--- src/rtl/str_step_pkg.sv ---
// Shared types and per-operation role decoding for the string stepper.
// Assumes operation codes 0..4; the other codes are treated as illegal.
package str_step_pkg;

    typedef enum logic [2:0] {
        SOP_MOVE    = 3'd0,
        SOP_COMPARE = 3'd1,
        SOP_SCAN    = 3'd2,
        SOP_LOAD    = 3'd3,
        SOP_STORE   = 3'd4
    } sop_e;

    typedef enum logic [1:0] {
        PH_IDLE   = 2'd0,
        PH_SRC_RD = 2'd1,
        PH_DST_RD = 2'd2,
        PH_DST_WR = 2'd3
    } phase_e;

    // True for an operation code the block executes.
    function automatic logic op_legal(input logic [2:0] op);
        return op <= 3'd4;
    endfunction

    // True when the operation reads from the source pointer.
    function automatic logic reads_src(input logic [2:0] op);
        return (op == SOP_MOVE) || (op == SOP_COMPARE) || (op == SOP_LOAD);
    endfunction

    // True when the operation reads from the destination pointer.
    function automatic logic reads_dst(input logic [2:0] op);
        return (op == SOP_COMPARE) || (op == SOP_SCAN);
    endfunction

    // True when the operation writes to the destination pointer.
    function automatic logic writes_dst(input logic [2:0] op);
        return (op == SOP_MOVE) || (op == SOP_STORE);
    endfunction

    // True when the operation advances the source pointer.
    function automatic logic steps_si(input logic [2:0] op);
        return (op == SOP_MOVE) || (op == SOP_COMPARE) || (op == SOP_LOAD);
    endfunction

    // True when the operation advances the destination pointer.
    function automatic logic steps_di(input logic [2:0] op);
        return (op == SOP_MOVE) || (op == SOP_COMPARE) ||
               (op == SOP_SCAN) || (op == SOP_STORE);
    endfunction

    // Phase order is always source read, destination read, destination write.
    function automatic phase_e phase_after(input logic [2:0] op, input phase_e p);
        phase_e n;
        n = PH_IDLE;
        case (p)
            PH_IDLE: begin
                if (reads_src(op))       n = PH_SRC_RD;
                else if (reads_dst(op))  n = PH_DST_RD;
                else if (writes_dst(op)) n = PH_DST_WR;
            end
            PH_SRC_RD: begin
                if (reads_dst(op))       n = PH_DST_RD;
                else if (writes_dst(op)) n = PH_DST_WR;
            end
            PH_DST_RD: begin
                if (writes_dst(op))      n = PH_DST_WR;
            end
            default: n = PH_IDLE;
        endcase
        return n;
    endfunction

endpackage

--- src/rtl/str_step_seq.sv ---
// Access sequencer: walks the phases of one pass and the byte lanes inside
// each phase, advancing one lane per memory acknowledge.
// Assumes mem_ack is only high while a request is outstanding.
module str_step_seq
    import str_step_pkg::*;
#(
    parameter int LANES  = 2,
    parameter int LANE_W = 1
) (
    input  logic              clk,
    input  logic              rst_n,
    input  logic              start,
    input  logic [2:0]        op,
    input  logic              is_word,
    input  logic              mem_ack,
    output phase_e            phase,
    output logic [LANE_W-1:0] lane,
    output logic [2:0]        op_q,
    output logic              word_q,
    output logic              accept,
    output logic              final_ack
);

    localparam int LAST_WORD_LANE = LANES - 1;

    logic   lane_end;
    phase_e nxt_ph;

    // Accept a new pass only when idle and the code is legal.
    always_comb accept = start && (phase == PH_IDLE) && op_legal(op);

    // Detect the last lane of the current phase and the phase that follows.
    always_comb begin
        lane_end = word_q ? (lane == LANE_W'(LAST_WORD_LANE)) : (lane == '0);
        nxt_ph   = phase_after(op_q, phase);
    end

    // The final acknowledge closes the last lane of the last phase.
    always_comb final_ack = mem_ack && (phase != PH_IDLE) && lane_end && (nxt_ph == PH_IDLE);

    // Phase and lane state.
    always_ff @(posedge clk) begin
        if (!rst_n) begin
            phase  <= PH_IDLE;
            lane   <= '0;
            op_q   <= '0;
            word_q <= 1'b0;
        end else if (accept) begin
            op_q   <= op;
            word_q <= is_word;
            phase  <= phase_after(op, PH_IDLE);
            lane   <= '0;
        end else if ((phase != PH_IDLE) && mem_ack) begin
            if (lane_end) begin
                lane  <= '0;
                phase <= nxt_ph;
            end else begin
                lane <= lane + 1'b1;
            end
        end
    end

endmodule

--- src/rtl/str_step_agu.sv ---
// Address unit: forms segment*16+offset addresses for the active phase and
// steps the pointers at the end of a pass.
// Assumes ADDR_W >= OFS_W and that LANES fits in OFS_W bits.
module str_step_agu
    import str_step_pkg::*;
#(
    parameter int OFS_W     = 16,
    parameter int SEG_SHIFT = 4,
    parameter int ADDR_W    = 20,
    parameter int LANES     = 2,
    parameter int LANE_W    = 1
) (
    input  logic              clk,
    input  logic              rst_n,
    input  logic              accept,
    input  logic              dir_down,
    input  logic [OFS_W-1:0]  si_in,
    input  logic [OFS_W-1:0]  di_in,
    input  logic [OFS_W-1:0]  ds_in,
    input  logic [OFS_W-1:0]  es_in,
    input  phase_e            phase,
    input  logic [LANE_W-1:0] lane,
    input  logic [2:0]        op_q,
    input  logic              word_q,
    input  logic              final_ack,
    output logic [ADDR_W-1:0] mem_addr,
    output logic [OFS_W-1:0]  si_out,
    output logic [OFS_W-1:0]  di_out
);

    logic [OFS_W-1:0]  si_q, di_q, ds_q, es_q;
    logic              dir_q;
    logic [OFS_W-1:0]  ofs, nb, step;
    logic [ADDR_W-1:0] seg_ext;

    // Latch the pass operands at acceptance.
    always_ff @(posedge clk) begin
        if (!rst_n) begin
            si_q  <= '0;
            di_q  <= '0;
            ds_q  <= '0;
            es_q  <= '0;
            dir_q <= 1'b0;
        end else if (accept) begin
            si_q  <= si_in;
            di_q  <= di_in;
            ds_q  <= ds_in;
            es_q  <= es_in;
            dir_q <= dir_down;
        end
    end

    // Form the byte address; the offset wraps before the segment is added.
    always_comb begin
        ofs      = ((phase == PH_SRC_RD) ? si_q : di_q) + OFS_W'(lane);
        seg_ext  = ADDR_W'((phase == PH_SRC_RD) ? ds_q : es_q) << SEG_SHIFT;
        mem_addr = seg_ext + ADDR_W'(ofs);
    end

    // Signed step size from the operand size and direction.
    always_comb begin
        nb   = word_q ? OFS_W'(LANES) : OFS_W'(1);
        step = dir_q ? (OFS_W'(0) - nb) : nb;
    end

    // Publish the stepped pointers on the final acknowledge.
    always_ff @(posedge clk) begin
        if (!rst_n) begin
            si_out <= '0;
            di_out <= '0;
        end else if (final_ack) begin
            si_out <= steps_si(op_q) ? (si_q + step) : si_q;
            di_out <= steps_di(op_q) ? (di_q + step) : di_q;
        end
    end

endmodule

--- src/rtl/str_step_dp.sv ---
// Data path: captures read bytes per lane, supplies write bytes, and
// produces the loaded accumulator and compare operands at the end of a pass.
// Assumes LANES is a power of two so a lane index addresses the buffers.
module str_step_dp
    import str_step_pkg::*;
#(
    parameter int BYTE_W = 8,
    parameter int LANES  = 2,
    parameter int LANE_W = 1
) (
    input  logic                     clk,
    input  logic                     rst_n,
    input  logic                     accept,
    input  logic [BYTE_W*LANES-1:0]  acc_in,
    input  phase_e                   phase,
    input  logic [LANE_W-1:0]        lane,
    input  logic                     mem_ack,
    input  logic [BYTE_W-1:0]        mem_rdata,
    input  logic                     final_ack,
    input  logic [2:0]               op_q,
    input  logic                     word_q,
    output logic [BYTE_W-1:0]        mem_wdata,
    output logic                     done,
    output logic [BYTE_W*LANES-1:0]  acc_out,
    output logic                     acc_load,
    output logic [BYTE_W*LANES-1:0]  cmp_a,
    output logic [BYTE_W*LANES-1:0]  cmp_b,
    output logic                     cmp_valid
);

    localparam int DATA_W = BYTE_W * LANES;

    logic [LANES-1:0][BYTE_W-1:0] src_buf, dst_buf, acc_q, src_nxt, dst_nxt;
    logic [DATA_W-1:0]            load_val, scan_val;

    // Merge the byte arriving this cycle into the capture buffers.
    always_comb begin
        src_nxt = src_buf;
        dst_nxt = dst_buf;
        if (mem_ack && (phase == PH_SRC_RD)) src_nxt[lane] = mem_rdata;
        if (mem_ack && (phase == PH_DST_RD)) dst_nxt[lane] = mem_rdata;
    end

    // Capture buffers, cleared at acceptance so unused lanes read as zero.
    always_ff @(posedge clk) begin
        if (!rst_n) begin
            src_buf <= '0;
            dst_buf <= '0;
            acc_q   <= '0;
        end else if (accept) begin
            src_buf <= '0;
            dst_buf <= '0;
            acc_q   <= acc_in;
        end else begin
            src_buf <= src_nxt;
            dst_buf <= dst_nxt;
        end
    end

    // Per-lane result assembly: lane 0 always takes part, upper lanes only for words.
    for (genvar g = 0; g < LANES; g++) begin : g_lane
        if (g == 0) begin : g_low
            assign load_val[g*BYTE_W +: BYTE_W] = src_nxt[g];
            assign scan_val[g*BYTE_W +: BYTE_W] = acc_q[g];
        end else begin : g_high
            assign load_val[g*BYTE_W +: BYTE_W] = word_q ? src_nxt[g] : acc_q[g];
            assign scan_val[g*BYTE_W +: BYTE_W] = word_q ? acc_q[g] : '0;
        end
    end

    // Write data: the accumulator for a store, the copied source byte for a move.
    always_comb mem_wdata = (op_q == SOP_STORE) ? acc_q[lane] : src_buf[lane];

    // End-of-pass pulses and held results.
    always_ff @(posedge clk) begin
        if (!rst_n) begin
            done      <= 1'b0;
            acc_load  <= 1'b0;
            cmp_valid <= 1'b0;
            acc_out   <= '0;
            cmp_a     <= '0;
            cmp_b     <= '0;
        end else begin
            done      <= final_ack;
            acc_load  <= final_ack && (op_q == SOP_LOAD);
            cmp_valid <= final_ack && ((op_q == SOP_COMPARE) || (op_q == SOP_SCAN));
            if (final_ack) begin
                case (op_q)
                    SOP_LOAD:    acc_out <= load_val;
                    SOP_COMPARE: begin
                        cmp_a <= src_nxt;
                        cmp_b <= dst_nxt;
                    end
                    SOP_SCAN:    begin
                        cmp_a <= scan_val;
                        cmp_b <= dst_nxt;
                    end
                    default: ;
                endcase
            end
        end
    end

endmodule

--- src/rtl/str_step.sv ---
// Top of the string stepper: one pass of a string operation over a byte-wide
// request/acknowledge memory port.
// Assumes the memory holds mem_ack low while mem_req is low.
module str_step
    import str_step_pkg::*;
#(
    parameter int OFS_W     = 16,
    parameter int SEG_SHIFT = 4,
    parameter int ADDR_W    = 20,
    parameter int BYTE_W    = 8,
    parameter int LANES     = 2
) (
    input  logic                    clk,
    input  logic                    rst_n,
    input  logic                    start,
    input  logic [2:0]              op,
    input  logic                    is_word,
    input  logic                    dir_down,
    input  logic [OFS_W-1:0]        si_in,
    input  logic [OFS_W-1:0]        di_in,
    input  logic [OFS_W-1:0]        ds_in,
    input  logic [OFS_W-1:0]        es_in,
    input  logic [BYTE_W*LANES-1:0] acc_in,
    output logic                    mem_req,
    output logic                    mem_we,
    output logic [ADDR_W-1:0]       mem_addr,
    output logic [BYTE_W-1:0]       mem_wdata,
    input  logic                    mem_ack,
    input  logic [BYTE_W-1:0]       mem_rdata,
    output logic                    done,
    output logic [OFS_W-1:0]        si_out,
    output logic [OFS_W-1:0]        di_out,
    output logic [BYTE_W*LANES-1:0] acc_out,
    output logic                    acc_load,
    output logic [BYTE_W*LANES-1:0] cmp_a,
    output logic [BYTE_W*LANES-1:0] cmp_b,
    output logic                    cmp_valid
);

    localparam int LANE_W = (LANES > 1) ? $clog2(LANES) : 1;

    phase_e            phase;
    logic [LANE_W-1:0] lane;
    logic [2:0]        op_q;
    logic              word_q;
    logic              accept;
    logic              final_ack;

    // Memory port control follows the sequencer phase.
    always_comb begin
        mem_req = (phase != PH_IDLE);
        mem_we  = (phase == PH_DST_WR);
    end

    str_step_seq #(
        .LANES  (LANES),
        .LANE_W (LANE_W)
    ) u_seq (
        .clk       (clk),
        .rst_n     (rst_n),
        .start     (start),
        .op        (op),
        .is_word   (is_word),
        .mem_ack   (mem_ack),
        .phase     (phase),
        .lane      (lane),
        .op_q      (op_q),
        .word_q    (word_q),
        .accept    (accept),
        .final_ack (final_ack)
    );

    str_step_agu #(
        .OFS_W     (OFS_W),
        .SEG_SHIFT (SEG_SHIFT),
        .ADDR_W    (ADDR_W),
        .LANES     (LANES),
        .LANE_W    (LANE_W)
    ) u_agu (
        .clk       (clk),
        .rst_n     (rst_n),
        .accept    (accept),
        .dir_down  (dir_down),
        .si_in     (si_in),
        .di_in     (di_in),
        .ds_in     (ds_in),
        .es_in     (es_in),
        .phase     (phase),
        .lane      (lane),
        .op_q      (op_q),
        .word_q    (word_q),
        .final_ack (final_ack),
        .mem_addr  (mem_addr),
        .si_out    (si_out),
        .di_out    (di_out)
    );

    str_step_dp #(
        .BYTE_W (BYTE_W),
        .LANES  (LANES),
        .LANE_W (LANE_W)
    ) u_dp (
        .clk       (clk),
        .rst_n     (rst_n),
        .accept    (accept),
        .acc_in    (acc_in),
        .phase     (phase),
        .lane      (lane),
        .mem_ack   (mem_ack),
        .mem_rdata (mem_rdata),
        .final_ack (final_ack),
        .op_q      (op_q),
        .word_q    (word_q),
        .mem_wdata (mem_wdata),
        .done      (done),
        .acc_out   (acc_out),
        .acc_load  (acc_load),
        .cmp_a     (cmp_a),
        .cmp_b     (cmp_b),
        .cmp_valid (cmp_valid)
    );

endmodule

--- config.mk ---
export PLATFORM = sky130hd
export DESIGN_NAME = str_step
export DESIGN_NICKNAME = d
export VERILOG_FILES = /design/src/rtl/str_step_pkg.sv /design/src/rtl/str_step_seq.sv /design/src/rtl/str_step_agu.sv /design/src/rtl/str_step_dp.sv /design/src/rtl/str_step.sv
export SDC_FILE = /design/constraint.sdc
export NUM_CORES = 1
export LEC_CHECK = 0
export ABC_AREA = 1
export BUFFER_PORTS_ARGS = -buffer_cell sky130_fd_sc_hd__buf_2
export CORE_UTILIZATION = 45
export DETAILED_ROUTE_END_ITERATION = 16
export PLACE_DENSITY = 0.78
export SKIP_CTS_REPAIR_TIMING = 1
export SLEW_MARGIN = 30
export SYNTH_ARGS = -nofsm -noshare
export SYNTH_HDL_FRONTEND = slang
export SYNTH_SLANG_ARGS = --single-unit
--- constraint.sdc ---
create_clock -name clk -period 7.07 [get_ports clk]
set_input_delay 1.414 -clock clk [delete_from_list [all_inputs] [get_ports clk]]
set_output_delay 1.414 -clock clk [all_outputs]
set_load 0.1 [all_outputs]
### Word level (Yosys, flattened, before mapping)

Index checks and enable logic that the tools add are counted.

| cells by class | value |
|---|---|
| order comparisons | 3 |
| equal/unequal tests | 11 |
| reductions and logical operators | 34 |
| bitwise gates (word level) | 2 |
| $add $sub $neg | 6 |
| multiplexer cells | 32 |

Operators with widths:

| cell | number |
|---|---|
| 16-bit 2-to-1 mux | 7 |
| 8-bit 2-to-1 mux | 8 |
| 16-bit adder | 2 |
| 16-bit bitwise mux | 2 |
| 16-bit one-hot mux with 2 select lines | 1 |
| 20-bit by 16-bit adder with 20-bit output | 1 |
| 2-bit 2-to-1 mux | 10 |
| 16-bit by 1-bit adder with 16-bit output | 1 |
| 1-bit by 16-bit subtractor with 16-bit output (first input constant) | 1 |
| 3-bit by 2-bit equality test with 1-bit output (second input constant) | 4 |
| 1-bit logical AND | 10 |
| 1-bit logical OR | 10 |
| 8-bit demux with 1-bit select | 1 |
| 2-bit AND reduction | 4 |
| 2-bit nonzero test | 4 |
| 3-bit by 1-bit equality test with 1-bit output (second input constant) | 2 |
| 3-bit equality test (second input constant) | 2 |
| 3-bit zero test | 2 |
| 2-bit one-hot mux with 3 select lines | 1 |
| 2-bit equality test (second input constant) | 2 |
| 2-bit zero test | 2 |
| 2-bit OR reduction | 2 |
| 3-bit <= comparator (second input constant) | 1 |
| 2-bit by 1-bit equality test with 1-bit output (second input constant) | 1 |
| other kinds (5) | 7 |

| word-level totals | value |
|---|---|
| output and inout bits | 113 |
| logic and storage cells | 111 |
| bits in registers | 203 |

### Depth between registers and ports, before layout

Gate-level depths: netlist of run 1.

| logic depth | value |
|---|---|
| depth after elaboration | 9 |
| mapped depth | 24 |
| mapped depth without buffers | 21 |

### By module

A second synthesis of run 1 with hierarchy kept.

| unflattened totals | value |
|---|---|
| cell total of the unflattened synthesis | 1864 |
| area, all modules | 11910.2 um^2 |

Modules (own cells, without submodules):

| module | cells each | area each (um^2) | instances |
|---|---|---|---|
| str_step_agu | 1070 | 6797.8 | 1 |
| str_step_dp | 718 | 4619.4 | 1 |
| str_step_seq | 71 | 474.2 | 1 |
| str_step | 5 | 18.8 | 1 |

### Worst setup path before layout of run 1

Ideal clock, no wire load.

| path | value |
|---|---|
| path kind | register to output |
| start | register u_seq.phase[1] |
| end | output port mem_addr[17] |
| stages on the path, launching flop included | 22 |
| buffers on the path | 3 |
| data required time | 5656 ps |
| data arrival time | 4548 ps |
| slack | 1108 ps |
| path through | dfxtp_1 -> inv_2 -> nand2_8 -> buf_12 -> buf_6 -> buf_2 -> nand2_1 -> o21ai_0 -> ha_1 -> ha_1 -> inv_1 -> nor2_2 -> nand2_1 -> nor2_1 -> nand3_1 -> xor2_1 -> ha_1 -> a21oi_1 -> o21ai_0 -> a21oi_1 -> nand2_1 -> xnor2_1 |

| on the way | value |
|---|---|
| longest elaborated chain between the ends | 4 |
| elaborated cells between the ends (all ways) | 5 |
| those cells by class | add/sub: 2; eq/ne: 1; mux: 2 |

Ends and longest elaborated chain:

| item | RTL line | RTL |
|---|---|---|
| from (decl) | str_step_seq.sv:16 | `output phase_e phase,` |
| from (signal assigned) | str_step_seq.sv:51 | `phase <= phase_after(op, PH_IDLE);` |
| from (signal assigned) | str_step_seq.sv:56 | `phase <= nxt_ph;` |
| 2-bit by 1-bit equality test with 1-bit output * | str_step_agu.sv:55, str_step_agu.sv:56 |  |
| 16-bit 2-to-1 mux | str_step_agu.sv:55 | `ofs = ((phase == PH_SRC_RD) ? si_q : di_q) + OFS_W'(lane);` |
| 16-bit by 1-bit adder with 16-bit output | str_step_agu.sv:55 |  |
| 20-bit by 16-bit adder with 20-bit output * | str_step_agu.sv:57 | `mem_addr = seg_ext + ADDR_W'(ofs);` |
| to (decl) | str_step.sv:26 | `output logic [ADDR_W-1:0] mem_addr,` |

Every way passes the cells marked *; elsewhere a longest branch is shown, timed or not.

### Final worst setup path of run 1

| path | value |
|---|---|
| start | register u_seq.phase[0] |
| end | output port mem_addr[14] |

Same word-level chain as after synthesis.

==> flow_summary.yaml, run 1 <==
outcome:
  status: "finished clean"
route:
  drt-total-wl_um: 34500
  drt_pre_antenna_iters: 5
  vias: 11500
  wl_per_cell_um: 15.83
  drtIter0Drc: 1092
  vias_per_cell: 5.275
  drc: 0
  ant_nets: 0
die:
  die_x_um: 160.1
  start_util: 0.4612
  dieArea_mm2: 0.02564
  row_count: 57
  core_area_mm2: 0.02439
  ioPinCount: 210
  fp.dieH_um: 160.1
layout:
  drive_above_1_share: 0.1585
  finalCoreUtilization: 0.5371
  register_area_mm2: 0.004064
  final_cells: 2180
  fillCellCount: 2416
  syn_to_final_growth_pct: 16.46
  multi_input_area_mm2: 0.005929
  layout.nets: 1987
timing:
  fin_skew_ps: 16.33
  relSlewSlack: 0.3777
  rsz0062_at_grt: "false"
  max_freq_ghz: 0.1673
  tightestPinTransition_ps: 933.4
  hold_viol: 0
  fin_hold_ws_ps: 452.8
  report.final.slew_viol_count: 0
  fin_crit_ps: 5978
  setup_viol: 0
  fin_setup_tns_ps: 0
  period_share: 0.8455
synth:
  ys_warn_count: 0
  ys_ff_latch: 203
  synth.most_common_cell: "nand2_1"
  synthTopCellsByCount: "nand2_1, inv_1, dfxtp_1"
  synthCells: 1681
  syn_area_mm2: 0.01125
  synth-edff-count: 0
  async_flop_share: 0
  synth_top_area_frac: 0.3613
  synth_area_leader_cell: "dfxtp_1"
  ys_types: 46
  synth_top_flop_cell: "dfxtp_1"
  syn_nets: 1826
  avgSynthCellArea_um2: 6.692
  ys_seq_area_frac: 0.3613
  yosys-top-cells-area: "dfxtp_1, nand2_1, a21oi_1"
worst_setup_path:
  cp_cell_sequence: "nand2_8 > o21ai_0 > ha_1 > ha_1 > inv_1 > nor2_2 > xnor2_1 > inv_1 > ha_1 > fa_1 > nand3_1 > nand2_1 > a21boi_0 > nor2_1 > o21ai_0 > xnor2_1 > buf_2"
  slowest_stage: "dfxtp_1"
  critPathRequiredTime_ps: 5660
  crit_path_max_incr_delay_ps: 580
  crit_type: "flip-flop to output pin"
  arrival_ps: 4560
  start_kind: "flip-flop"
  critPathMostFrequentCell: "ha_1"
  critPathMaxFanout: 64
  endpoint_kind: "output pin"
global_routing:
  overflow: 0
  grt_pass1_vias: 10490
  grt_pass1_wl_um: 54860
  antenna_found_initial: 1
  track_usage: 0.2638
  grt_max_degree: 102
placement:
  portBuffers: 209
  dpl.hpwl_um: 25440
  gp_congestion: 0.8986
  dp.cells: 2141
clocking:
  tritoncts: "built"
  clk_pin_slew_ps: 60
  cts_root_buf: "clkbuf_16"
  clk_latency_ps: 530
  clock_path_buffers: 3
  numCtsBuffers: 23
  clkSinkCount: 203
  h-tree-depth: 1
power_and_ir_drop:
  p_per_area_mw_per_mm2: 271.3
  power.leakage_nw: 6.164
  ir_worst_vdd_mv: 0.2328
flow_run:
  maxCapViolCount: 0
min_path:
  min_path_type: "flip-flop to flip-flop"
[area by class of cell]
type                       count  share of cell area
antenna                        1           0.0001910
clock buffer                  33             0.04909
clock inverter                 5            0.005253
inverter                     238             0.06847
multi-input combinational   1161              0.4526
sequential                   203              0.3102
tap                          324             0.03094
timing repair buffer         215             0.08328
[power breakdown]
part	total [W]	leakage [nW]	switching, W	internal (W)
sequential	0.00126	1.65	0.0000500	0.00121
combinational	0.00114	4.16	0.000879	0.000260
clock	0.00116	0.349	0.000486	0.000669
[cells in the final DEF (no fill, tap or decap), types with 4 or more instances in the layout]
cell type,instances
clkbuf_1,7
buf_4,6
o211ai_1,8
inv_2,11
a21oi_1,199
nand2_1,391
or2_2,4
o21ai_0,149
o21ai_1,24
nor2_1,122
xor2_1,18
ha_1,45
nor2_4,6
nor2_2,5
buf_2,209
nand3_1,76
xnor2_1,14
clkbuf_16,23
nand2_2,4
nor3_1,10
a31oi_1,6
dfxtp_1,203
o21ai_2,9
a211oi_1,5
nand4_1,5
inv_1,224
o22ai_1,38
[layer usage]
layer	share of wire	vias to the layer above	global-route usage
met5	0	-	0
met4	0.019	0	0.06797
met3	0.082	44	0.03870
met2	0.43	443	0.4051
met1	0.47	5235	0.3838
li1	-	5778	-
[kinds of logic after synthesis]
family | share of synthesized area
AND/OR/NAND/NOR | 0.2359
AO/OA/AOI/OAI | 0.2094
buffers and inverters | 0.1131
flip-flops | 0.3613
adder cells (fa/ha/maj) | 0.05539
XOR/XNOR | 0.02491
[flip-flops by register name, indices dropped and copies added, names as in the netlist, 2 cells and up]
name          count
u_agu.di_out     16
u_agu.di_q       16
u_agu.ds_q       16
u_agu.es_q       16
u_agu.si_out     16
u_agu.si_q       16
u_dp.acc_out     16
u_dp.acc_q       16
u_dp.cmp_a       16
u_dp.cmp_b       16
u_dp.dst_buf     16
u_dp.src_buf     16
u_seq.op_q        3
u_seq.phase       2
[through the flow]
stage               total power (W)  cell area [um^2]  worst slack, ps
detailed placement         0.002410             12380             1633
floorplan                  0.002180             11250             1108
global route               0.003722             13100            671.6
finish                     0.003554             13100             1092
CTS                        0.003562             13100             1074
global placement           0.002401             12380             1739
[final timing paths]
path                                                  start                     endpoint  slack (ps)  cells after the start
worst max-delay path            u_seq.phase[0]$_SDFFE_PN0P_                 mem_addr[14]        1090                     17
worst min-delay path            u_agu.ds_q[11]$_SDFFE_PN0P_  u_agu.ds_q[11]$_SDFFE_PN0P_         450                      2
worst max register to register      u_seq.lane$_SDFFE_PP0P_   u_dp.cmp_a[7]$_SDFFE_PN0P_        3410                     11
worst min register to register  u_agu.ds_q[11]$_SDFFE_PN0P_  u_agu.ds_q[11]$_SDFFE_PN0P_         450                      2
[critical path: cells and delay by family (launching register included)]
family / cells / cell delay, ps
adders and majority gates: 4 / 1040
and+or+nand+nor: 5 / 780
AOI/OAI and AO/OA: 3 / 760
DFF: 1 / 580
buffers and inverters: 3 / 570
xor gates and xnor gates: 2 / 290
(Power assumes the default switching activity.)
==> run 2: changes to the inputs <==
--- a/config.mk
+++ b/config.mk
@@ -9,7 +9,7 @@
 export BUFFER_PORTS_ARGS = -buffer_cell sky130_fd_sc_hd__buf_2
 export CORE_UTILIZATION = 45
 export DETAILED_ROUTE_END_ITERATION = 16
-export PLACE_DENSITY = 0.78
+export PLACE_DENSITY = 0.8
 export SKIP_CTS_REPAIR_TIMING = 1
 export SLEW_MARGIN = 30
 export SYNTH_ARGS = -nofsm -noshare
==> constraint.sdc (replaced) <==
create_clock -name clk -period 4.9 [get_ports clk]
set_input_delay 0.98 -clock clk [delete_from_list [all_inputs] [get_ports clk]]
set_output_delay 0.98 -clock clk [all_outputs]
set_load 0.1 [all_outputs]
==> run 2 against run 1 <==
Critical endpoint is now mem_addr[13]. Final cell count increased by 0.69%. Flip-flop and latch count unchanged. Final area increased by 4.4%. Global-route usage increased by 0.24 points. Register-to-register slack got worse by 2300 ps. Critical path type unchanged. Sequential power increased by 44%. Die area unchanged. Worst hold slack got worse by 6.6 ps. Critical path depth increased by 5.
==> flow_summary.yaml, run 2 (synthesis results as in run 1) <==
route:
  vias_per_cell: 5.333
  drc: 0
  wl_per_cell_um: 16.06
  drtIter0Drc: 1152
  vias: 11710
  drt-total-wl_um: 35250
  ant_nets: 0
  drt_pre_antenna_iters: 5
worst_setup_path:
  endpoint_kind: "output pin"
  crit_path_max_incr_delay_ps: 390
  crit_family: "simple AND/OR/NAND/NOR gates"
  critPathMaxFanout: 13
  slowest_stage: "dfxtp_4"
  arrival_ps: 3710
  cp_cell_sequence: "inv_4 > nand2_8 > nand2_1 > o21ai_1 > ha_2 > ha_2 > inv_1 > nor2_4 > nand2_2 > nor2_4 > xor2_1 > ha_2 > a21oi_1 > nand2_1 > nand3_1 > nand3_2 > nand2_1 > nand3_1 > nand3_1 > inv_1 > nor2_4 > buf_12"
  critPathRequiredTime_ps: 3920
  crit_type: "flip-flop to output pin"
  crit_buf_inv: 4
  start_kind: "flip-flop"
clocking:
  clock_path_buffers: 3
  numCtsBuffers: 24
  cts_root_buf: "clkbuf_16"
  tritoncts: "built"
  clk_pin_slew_ps: 60
  h-tree-depth: 1
  clkSinkCount: 203
  clk_latency_ps: 520
die:
  dieArea_mm2: 0.02564
  ioPinCount: 210
  core_area_mm2: 0.02439
  die_x_um: 160.1
  start_util: 0.4612
  fp.dieH_um: 160.1
  row_count: 57
timing:
  fin_hold_ws_ps: 446.2
  max_freq_ghz: 0.2133
  relSlewSlack: 0.5085
  fin_crit_ps: 4687
  fin_skew_ps: 17.86
  tightestPinTransition_ps: 729.6
  rsz0062_at_grt: "true"
  setup_viol: 0
  period_share: 0.9566
  report.final.slew_viol_count: 0
  hold_viol: 0
layout:
  final_cell_mix: "nand2_1, inv_1, dfxtp_1"
  layout.nets: 1998
  syn_to_final_growth_pct: 21.54
  final_cells: 2195
  final_common_cell: "nand2_1"
  drive_above_1_share: 0.1807
global_routing:
  track_usage: 0.2662
  overflow: 0
  grt_pass1_wl_um: 55290
  antenna_found_initial: 1
  grt_max_degree: 83
  grt_pass1_vias: 10600
placement:
  dp.cells: 2147
  dpl.hpwl_um: 25820
  portBuffers: 209
  gp_congestion: 0.9331
outcome:
  status: "finished clean"
power_and_ir_drop:
  ir_worst_vdd_mv: 0.3541
  power.leakage_nw: 6.341
  p_per_area_mw_per_mm2: 406.7
flow_run:
  maxCapViolCount: 0
min_path:
  min_path_type: "flip-flop to flip-flop"
[run 2: cell types whose count changed in the layout (fill, tap and decap cells not counted), moves of 5 or more]
cell and delta:
buf_4 +8, xor2_1 -6, buf_2 -11, xor2_2 +5, ha_1 -5, buf_12 +13
[run 2: area by class of cell]
type / instances / area (um^2)
Fill cell: 2372 / 10720
Multi-Input combinational cell: 1161 / 6092
Sequential cell: 203 / 4071
Timing Repair Buffer: 225 / 1356
Inverter: 238 / 899.6
Clock buffer: 33 / 674.4
Tap cell: 324 / 405.4
Clock inverter: 10 / 171.4
Antenna cell: 1 / 2.502
[run 2: where the power goes]
group          total [W]  switching (W)  internal (W)  leakage (nW)
combinational    0.00185        0.00133      0.000521          4.29
sequential       0.00181      0.0000685       0.00175          1.65
clock            0.00190       0.000724       0.00117         0.398
[run 2: metal layers]
layer  share of wire  vias up  track usage
met5               0        -            0
met4           0.029        0      0.08355
met3           0.085       71      0.04961
met2            0.43      471       0.4053
met1            0.45     5374       0.3784
li1                -     5791            -
[run 2: path summary, 6_finish.rpt]
kind	start	end	slack, ps	depth (start not counted)
worst max-delay path	u_seq.phase[1]$_SDFFE_PN0P_	mem_addr[13]	210	22
worst max register to register	u_seq.lane$_SDFFE_PP0P_	u_dp.cmp_a[15]$_SDFFE_PN0P_	1130	11
worst min-delay path	u_agu.ds_q[8]$_SDFFE_PN0P_	u_agu.ds_q[8]$_SDFFE_PN0P_	450	2
worst min register to register	u_agu.ds_q[8]$_SDFFE_PN0P_	u_agu.ds_q[8]$_SDFFE_PN0P_	450	2
[run 2: worst register-to-register path: stages (launching register included)]
cell and delay, ps:
dfxtp_1 350, buf_4 390, inv_1 310, ha_1 390, nand2_1 140, nor2_2 80
nand2_4 430, inv_4 260, nand2_4 380, clkinv_2 520, o21ai_0 370, nor2_1 60
[run 2: per-stage QoR]
step                cell area, um^2  TNS, ps  utilization  power (W)  setup WS [ps]
floorplan                     11320    -1431            -   0.003168         -459.0
global placement              12680        0       0.5198   0.003617          350.1
detailed placement            12680        0       0.5198   0.003636          292.9
CTS                           13520   -933.0       0.5545   0.005526         -259.1
global route                  13670   -20.10       0.5605   0.005789         -19.10
finish                        13670        0       0.5606   0.005561          212.8
==> run 3: changes to the inputs <==
--- a/config.mk
+++ b/config.mk
@@ -7,9 +7,12 @@
 export LEC_CHECK = 0
 export ABC_AREA = 1
 export BUFFER_PORTS_ARGS = -buffer_cell sky130_fd_sc_hd__buf_2
-export CORE_UTILIZATION = 45
+export CELL_PAD_IN_SITES_DETAIL_PLACEMENT = 1
+export CELL_PAD_IN_SITES_GLOBAL_PLACEMENT = 1
+export CORE_UTILIZATION = 36
+export CTS_CLUSTER_SIZE = 30
 export DETAILED_ROUTE_END_ITERATION = 16
-export PLACE_DENSITY = 0.8
+export PLACE_DENSITY = 0.88
 export SKIP_CTS_REPAIR_TIMING = 1
 export SLEW_MARGIN = 30
 export SYNTH_ARGS = -nofsm -noshare
==> run 3 against run 2 <==
Routed wire length up 18%. Worst setup slack worse by 5.0 ps. Critical path depth fell by 5. Via count increased by 2.1%. Sequential power about the same. Non-clock buffer count up 4. Flip-flop and latch count stayed put. Clock power is essentially flat. Final cell count grew 3.6%. Count of clock-buffer cells in the layout down 1. Global-route usage is 0.90 points lower. Clock skew fell by 3.9 ps.
==> flow_summary.yaml, run 3 (synthesis results as in run 1) <==
power_and_ir_drop:
  intPower_w: 0.003415
  power_w: 0.005620
  power.leakage_nw: 6.375
  pwr-share-comb: 0.341
  clock_power_share: 0.335
  power_switching_w: 0.002205
  sw_frac_of_total: 0.3924
  ir_worst_vdd_mv: 0.2390
  p_seq_frac: 0.323
  p_per_area_mw_per_mm2: 406.0
timing:
  hold_viol: 0
  fin_skew_ps: 13.99
  fin_ws_ps: 207.8
  fin_setup_tns_ps: 0
  fin_crit_ps: 4692
  tightestPinTransition_ps: 808.5
  setup_viol: 0
  period_share: 0.9576
  report.final.slew_viol_count: 0
  relSlewSlack: 0.4610
  max_freq_ghz: 0.2131
worst_setup_path:
  reg2regPathDepth: 11
  arrival_ps: 3710
  r2r_slack_ps: 1090
  endpoint_kind: "output pin"
  critPathRequiredTime_ps: 3920
  crit_end: "mem_addr[18]"
  r2r_start: "u_seq.lane$_SDFFE_PP0P_"
  critPathLaunch: "u_seq.phase[1]$_SDFFE_PN0P_"
  critPathMaxFanout: 11
  r2r_end: "u_dp.cmp_a[15]$_SDFFE_PN0P_"
  start_kind: "flip-flop"
  crit_type: "flip-flop to output pin"
layout:
  final_cell_mix: "nand2_1, inv_1, dfxtp_1"
  syn_to_final_growth_pct: 23.05
  final_common_cell: "nand2_1"
  final_cell_area_mm2: 0.01384
  drive_above_1_share: 0.1893
  final_cells: 2275
  layout.nets: 2003
clocking:
  clkSinkCount: 203
  tritoncts: "built"
  clk_pin_slew_ps: 60
  numCtsBuffers: 24
  clk_latency_ps: 540
  h-tree-depth: 1
  cts_root_buf: "clkbuf_16"
  clock_path_buffers: 3
global_routing:
  track_usage: 0.2572
  grt_max_degree: 100
  antenna_found_initial: 4
  overflow: 0
  grt_pass1_wl_um: 64630
  grt_pass1_vias: 12040
die:
  row_count: 64
  start_util: 0.3668
  die_x_um: 178.8
  dieArea_mm2: 0.03196
  fp.dieH_um: 178.8
  ioPinCount: 210
  core_area_mm2: 0.03067
route:
  drt_pre_antenna_iters: 4
  drc: 0
  drt-total-wl_um: 41500
  vias_per_cell: 5.251
  wl_met1_um: 19100
  drtIter0Drc: 685
  wl_met2_um: 18760
  dr_wl_met3_um: 2272
  ant_nets: 0
  vias: 11950
  topRoutingLayerUsed: "met4"
  wl_per_cell_um: 18.24
min_path:
  worstHoldStart: "u_agu.ds_q[7]$_SDFFE_PN0P_"
  min_path_type: "flip-flop to flip-flop"
outcome:
  status: "finished clean"
placement:
  dpl_cell_area_mm2: 0.01280
  dp_slack_ps: 113.7
  portBuffers: 209
  dp.cells: 2221
  dpl.hpwl_um: 30490
  gp_congestion: 0.8931
flow_run:
  maxCapViolCount: 0
-- run 3: power by group through the flow --
stage	Sequential, W	Combinational [W]	Clock, W
final	0.00182	0.00192	0.00188
after global routing	0.00183	0.00206	0.00198
after CTS	0.00181	0.00187	0.00191
after detailed placement	0.00185	0.00186	0
after global placement	0.00184	0.00182	0
after floorplan	0.00192	0.00125	0
-- run 3: layer usage --
layer / up-vias / GRT usage
met5: - / 0
met3: 78 / 0.03690
met2: 327 / 0.4147
met1: 5748 / 0.3504
li1: 5794 / -
met4: 0 / 0.08510
-- run 3: worst min-delay path by stage --
stage,cells after the start,slack (ps),end
finish,2,450,u_agu.ds_q[7]$_SDFFE_PN0P_
global route,2,470,u_agu.ds_q[9]$_SDFFE_PN0P_
CTS,2,450,u_agu.ds_q[7]$_SDFFE_PN0P_
detailed placement,2,440,u_agu.ds_q[7]$_SDFFE_PN0P_
global placement,2,430,u_agu.ds_q[6]$_SDFFE_PN0P_
floorplan,2,420,u_agu.ds_q[10]$_SDFFE_PN0P_
-- run 3: worst max-delay path, stage by stage (launching register included) --
cell	delay [ps]
dfxtp_4	400
inv_6	70
nand2_8	100
nand2_1	70
o21ai_2	60
ha_2	230
nand3_2	130
nor2_4	180
and3_1	270
xor2_2	170
ha_2	340
a21oi_1	230
nand2_2	140
nand3_1	110
o2111ai_2	170
nand2_2	150
xor2_4	170
buf_12	190
-- run 3: through the flow --
stage / utilization / hold WS [ps]
after floorplan: - / 424.5
after global placement: 0.4174 / 434.4
after detailed placement: 0.4174 / 442.8
after CTS: 0.4440 / 451.1
after global routing: 0.4512 / 474.3
final: 0.4513 / 449.8
-- run 3: final cells by class --
type                       instances  area [um^2]
timing repair buffer             229         1395
clock inverter                    11        145.1
antenna                            4        10.01
clock buffer                      32        670.6
inverter                         238        902.1
sequential                       203         4069
tap                              396        495.5
multi-input combinational       1162         6155
fill                            3989        16830
